`src/rtl/vreg_whole_xfer.sv`:
```
module vreg_whole_xfer #(
  parameter int VLENB = 8,
  parameter int NVREG = 32,
  parameter int AW    = 32
) (
  input  logic                              clk,
  input  logic                              rst_n,
  input  logic                              start,
  input  logic [31:0]                       insn,
  input  logic [AW-1:0]                     base_addr,
  input  logic [$clog2(8*VLENB):0]          vstart_in,
  output logic                              busy,
  output logic                              done,
  output logic                              illegal,
  output logic [$clog2(8*VLENB):0]          vstart_out,
  output logic                              mem_req_valid,
  input  logic                              mem_req_ready,
  output logic                              mem_req_we,
  output logic [AW-1:0]                     mem_req_addr,
  output logic [1:0]                        mem_req_size,
  output logic [63:0]                       mem_req_wdata,
  input  logic                              mem_rsp_valid,
  input  logic [63:0]                       mem_rsp_rdata,
  output logic                              rf_we,
  output logic [$clog2(NVREG)-1:0]          rf_wreg,
  output logic [$clog2(VLENB)-1:0]          rf_wpos,
  output logic [7:0]                        rf_wbe,
  output logic [63:0]                       rf_wdata,
  output logic [$clog2(NVREG)-1:0]          rf_rreg,
  output logic [$clog2(VLENB)-1:0]          rf_rpos,
  input  logic [7:0]                        rf_rdata
);
  localparam int LB  = $clog2(VLENB);
  localparam int RW  = $clog2(NVREG);
  localparam int VSW = $clog2(8*VLENB) + 1;

  logic [2:0] nf, wid;
  logic       is_ld, is_st, hit, nf_ok, aligned, bad, accept;
  assign nf      = insn[31:29];
  assign wid     = insn[14:12];
  assign is_ld   = insn[6:0] == 7'h07;
  assign is_st   = insn[6:0] == 7'h27;
  assign hit     = (is_ld | is_st) && insn[28:20] == 9'b000_1_01000 &&
                   (is_ld ? (wid == 3'd0 || wid >= 3'd5) : wid == 3'd0);
  assign nf_ok   = nf == 3'd0 || nf == 3'd1 || nf == 3'd3 || nf == 3'd7;
  assign aligned = (insn[9:7] & nf) == 3'd0;
  assign bad     = hit && !(nf_ok && aligned);
  assign accept  = start && !busy && hit && !bad;

  logic          st_q, wait_rsp, done_q, ill_q;
  logic [1:0]    sz_q;
  logic [2:0]    nf_q;
  logic [RW-1:0] vr_q;
  logic [AW-1:0] base_q;
  logic [VSW-1:0] vst;

  logic [VSW-1:0] cnt_w, total, epr_m, posw;
  logic [4:0]     eshift;
  logic [RW-1:0]  ereg;
  logic [8:0]     be_w;
  logic           fin;

  assign cnt_w  = VSW'({1'b0, nf_q} + 4'd1);
  assign total  = (cnt_w << LB) >> sz_q;
  assign eshift = 5'(LB) - {3'b0, sz_q};
  assign epr_m  = (VSW'(VLENB) >> sz_q) - VSW'(1);
  assign posw   = vst & epr_m;
  assign ereg   = vr_q + RW'(vst >> eshift);
  assign be_w   = (9'd1 << (4'd1 << sz_q)) - 9'd1;
  assign fin    = busy && !wait_rsp && vst >= total;

  assign mem_req_valid = busy && !wait_rsp && !fin;
  assign mem_req_we    = st_q;
  assign mem_req_size  = sz_q;
  assign mem_req_addr  = base_q + (AW'(vst) << sz_q);
  assign mem_req_wdata = {56'd0, rf_rdata};

  assign rf_we    = busy && wait_rsp && mem_rsp_valid;
  assign rf_wreg  = ereg;
  assign rf_wpos  = posw[LB-1:0];
  assign rf_wbe   = be_w[7:0];
  assign rf_wdata = mem_rsp_rdata;
  assign rf_rreg  = ereg;
  assign rf_rpos  = vst[LB-1:0];

  assign done       = done_q;
  assign illegal    = ill_q;
  assign vstart_out = vst;

  always_ff @(posedge clk or negedge rst_n) begin
    if (!rst_n) begin
      busy     <= 1'b0;
      wait_rsp <= 1'b0;
      done_q   <= 1'b0;
      ill_q    <= 1'b0;
      st_q     <= 1'b0;
      sz_q     <= '0;
      nf_q     <= '0;
      vr_q     <= '0;
      base_q   <= '0;
      vst      <= '0;
    end else begin
      done_q <= 1'b0;
      ill_q  <= 1'b0;
      if (!busy) begin
        if (start && bad) ill_q <= 1'b1;
        if (accept) begin
          busy     <= 1'b1;
          wait_rsp <= 1'b0;
          st_q     <= is_st;
          sz_q     <= is_st ? 2'd0 : wid[1:0];
          nf_q     <= nf;
          vr_q     <= RW'(insn[11:7]);
          base_q   <= base_addr;
          vst      <= vstart_in;
        end
      end else if (fin) begin
        busy   <= 1'b0;
        vst    <= '0;
        done_q <= 1'b1;
      end else if (wait_rsp) begin
        if (mem_rsp_valid) begin
          wait_rsp <= 1'b0;
          vst      <= vst + VSW'(1);
        end
      end else if (mem_req_ready) begin
        if (st_q) vst <= vst + VSW'(1);
        else      wait_rsp <= 1'b1;
      end
    end
  end
endmodule

```
`config.mk`:
```
export PLATFORM = sky130hd
export DESIGN_NAME = vreg_whole_xfer
export DESIGN_NICKNAME = d
export VERILOG_FILES = /design/src/rtl/vreg_whole_xfer.sv
export SDC_FILE = /design/constraint.sdc
export NUM_CORES = 1
export LEC_CHECK = 0
export BUFFER_PORTS_ARGS = -buffer_cell sky130_fd_sc_hd__buf_2
export CAP_MARGIN = 25
export CORE_AREA = 3 3 132 134
export DETAILED_ROUTE_END_ITERATION = 8
export DIE_AREA = 0 0 135 137
export HOLD_SLACK_MARGIN = 0.05
export PLACE_DENSITY_LB_ADDON = 0.12
export SYNTH_ARGS = -nofsm -noshare
export SYNTH_HDL_FRONTEND = slang
export SYNTH_SLANG_ARGS = --single-unit
```
`constraint.sdc`:
```
create_clock -name clk -period 6.47 [get_ports clk]
set_input_delay 1.294 -clock clk [delete_from_list [all_inputs] [get_ports clk]]
set_output_delay 1.294 -clock clk [all_outputs]
set_load 0.01 [all_outputs]
```
==> flow_summary_export.csv <==
group,metric,value,unit
outcome,outcome,"complete, no violations",
global_routing,grt_overflow,0,
cts,cts_tree,"built",
placed_design,gp_congestion,0.800,
yosys,netlist_area,4970,um2
timing,finalSetupTns,0,ns
finish,drive_above_1_share,32.1,%
die,core_area,16400,um2
timing,finClkSkew,0.00843,ns
yosys,syn_area_per_cell,8.91,um2
finish,area_growth,4.28,%
yosys,synth.area.top_cells,"dfrtp_1, buf_4, mux2_2",
critical_path,critical_path_class,"flop to output port",
job,cap_viol_max_count,0,
timing,slew_violations,0,
die,start_util,30.3,%
cts,ctsResizeCount,0,
cts,post-cts-setup-buffers,0,
timing,whs,0.505,ns
cts,cts.sinks,54,
die,die_area,18500,um2
yosys,ys_types,56,
cts,clk_pin_slew,0.08,ns
critical_path,end_kind,"output port",
finish,stdcell_area,5190,um2
route,drt-pass1-iter-count,4,
cts,cts.path.max_buffers,2,
critical_path,start_kind,"flop",
timing,worstMarginPinSlew,0.924,ns
power_and_ir_drop,p_total,0.00120,W
power_and_ir_drop,ir_worst_vdd,0.105,mV
critical_path,crit_path_max_fanout,11,
cts,htree_num_levels,2,
route,drt_iter0_drc,122,
yosys,async_flop_share,100,%
yosys,synth_top_cell_by_area,"dfrtp_1",
yosys,netlist_instances,558,
timing,finalSetupViolations,0,
timing,max_slew_margin,38.4,%
yosys,synth_edf_count,0,
global_routing,grt_start_max_net_pins,55,
timing,finalHoldViolations,0,
timing,rsz0062_at_grt,"no",
die,die_h,137,um
critical_path,cp_data_arrival_time,3.99,ns
placed_design,io_buffers,140,
yosys,synth-seq-cells,54,
global_routing,grt_use_total,13.8,%
yosys,synth_warnings,0,
placed_design,hpwl,10.2,mm
finish,nFillCells,1779,
yosys,synthTopCellsByCount,"buf_4, dfrtp_1, nand2_1",
global_routing,grt_pass1_vias,3792,
global_routing,grt_pass1_wl,19.9,mm
power_and_ir_drop,power-per-cell-area,231,nW/um2
finish,nNetsFinal,780,
critical_path,required,5.18,ns
route,drtAntennaViolNets,0,
yosys,synth_ff_type,"dfrtp_1",
die,std_cell_rows,47,
power_and_ir_drop,power.leakage,2.79,nW
yosys,yosysMostFrequentCell,"buf_4",
die,pin_count,347,
route,vias,3749,
placed_design,dpl_cell_area,5030,um2
timing,max_freq,189,MHz
finish,final_core_util,31.6,%
route,vias_per_cell,4.52,
die,die_width,135,um
route,drc,0,
yosys,ys_seq_area_share,27.2,%
yosys,synth_top_area_share,27.2,%
cts,cts_buffers,5,
cts,root_buffer,"clkbuf_16",
global_routing,grt_antenna_before_repair,6,
hold_path,hp-class,"flop to flop",
finish,regArea,1350,um2
cts,clock_latency,0.30,ns
timing,period_minus_slack,5.28,ns
route,routedWlPerCell,15.6,um
route,routed_wl,13.0,mm
finish,multi_input_comb_area,2600,um2
timing,final.period_utilization,81.6,%
cts,holdBufCountCts,0,
layout by cell type (no fill, tap or decap), types with 5 or more instances in the layout:
master,instances
buf_2,140
conb_1,57
dfrtp_1,54
nand2_1,40
mux2_2,34
nor2_1,24
ha_1,23
inv_1,22
xnor2_1,21
nand3_1,17
a21oi_1,17
o21ai_0,16
and3_1,14
xor2_1,14
mux2i_1,12
nand2b_1,9
nor2b_1,7
a21o_1,7
nor3_1,7
a22o_1,5
clkbuf_16,5
area by class of cell:
class	instances	share of cell area (%)
diodes	1	0.0483
clock buffers	6	2.68
clock inverters	2	0.241
inverters	23	1.66
multi-input cells	380	50.1
flip-flops and latches	54	26.1
well taps	220	5.31
repair buffers	143	13.9
cells by family (layout without fill, tap and decap cells):
group	count (synthesis)	after routing	share of synthesized area (%)
simple gates	141	141	14.5
buf+inv	179	174	24.8
other cells	2	58	0.151
compound gates	76	76	10.5
mux	46	46	10.1
flops	54	54	27.2
fa+ha+maj	25	25	6.59
xor+xnor	35	35	6.16
sequential cells by signal, summed over array words and instances, names as in the netlist, 2 cells and up:
| name | count |
|---|---|
| vstart_out | 7 |
| vr_q | 5 |
| base_q | 32 |
| mem_req_size | 2 |
| nf_q | 3 |
metrics by stage:
step                      std cells  worst slack [ns]
after floorplan                 613              1.86
after CTS                       828              1.14
after detailed placement        820              1.50
after global routing            829             0.795
final                           829              1.19
after global placement          820              1.51
routing by layer:
| layer | track usage (%) | wire length, um |
|---|---|---|
| met5 | 0 | 56 |
| met4 | 4.26 | 280 |
| met3 | 6.03 | 1180 |
| met2 | 23.2 | 6230 |
| met1 | 15.9 | 5200 |
worst max-delay path, cell delays in order, from the launching register on:
cell      delay (ns)
dfrtp_1         0.58
mux2_2          0.39
o21ai_0         0.33
inv_1           0.14
ha_1            0.37
nand2_1         0.10
o211ai_1        0.30
nand2_1         0.10
a21oi_1         0.72
and4_1          0.30
xor2_1          0.18
buf_2           0.16
worst paths after layout:
path / start / end / slack, ns / depth (start not counted)
worst max-delay path: mem_req_size[1] / mem_req_addr[26] / 1.19 / 11
worst min-delay path: nf_q[1] / nf_q[1] / 0.50 / 2
worst max register to register: mem_req_size[0] / vstart_out[0] / 2.98 / 9
worst min register to register: nf_q[1] / nf_q[1] / 0.50 / 2
max in group asynchronous: rst_n / base_q[28] / 4.85 / 2
min in group asynchronous: rst_n / base_q[12] / 1.14 / 2
power by group:
group	internal [W]	switching [W]	leakage, nW
Clock	0.000154	0.000132	0.0729
Sequential	0.000360	0.0000614	0.722
Combinational	0.000208	0.000280	1.99
Power figures use the tool's default switching activity.
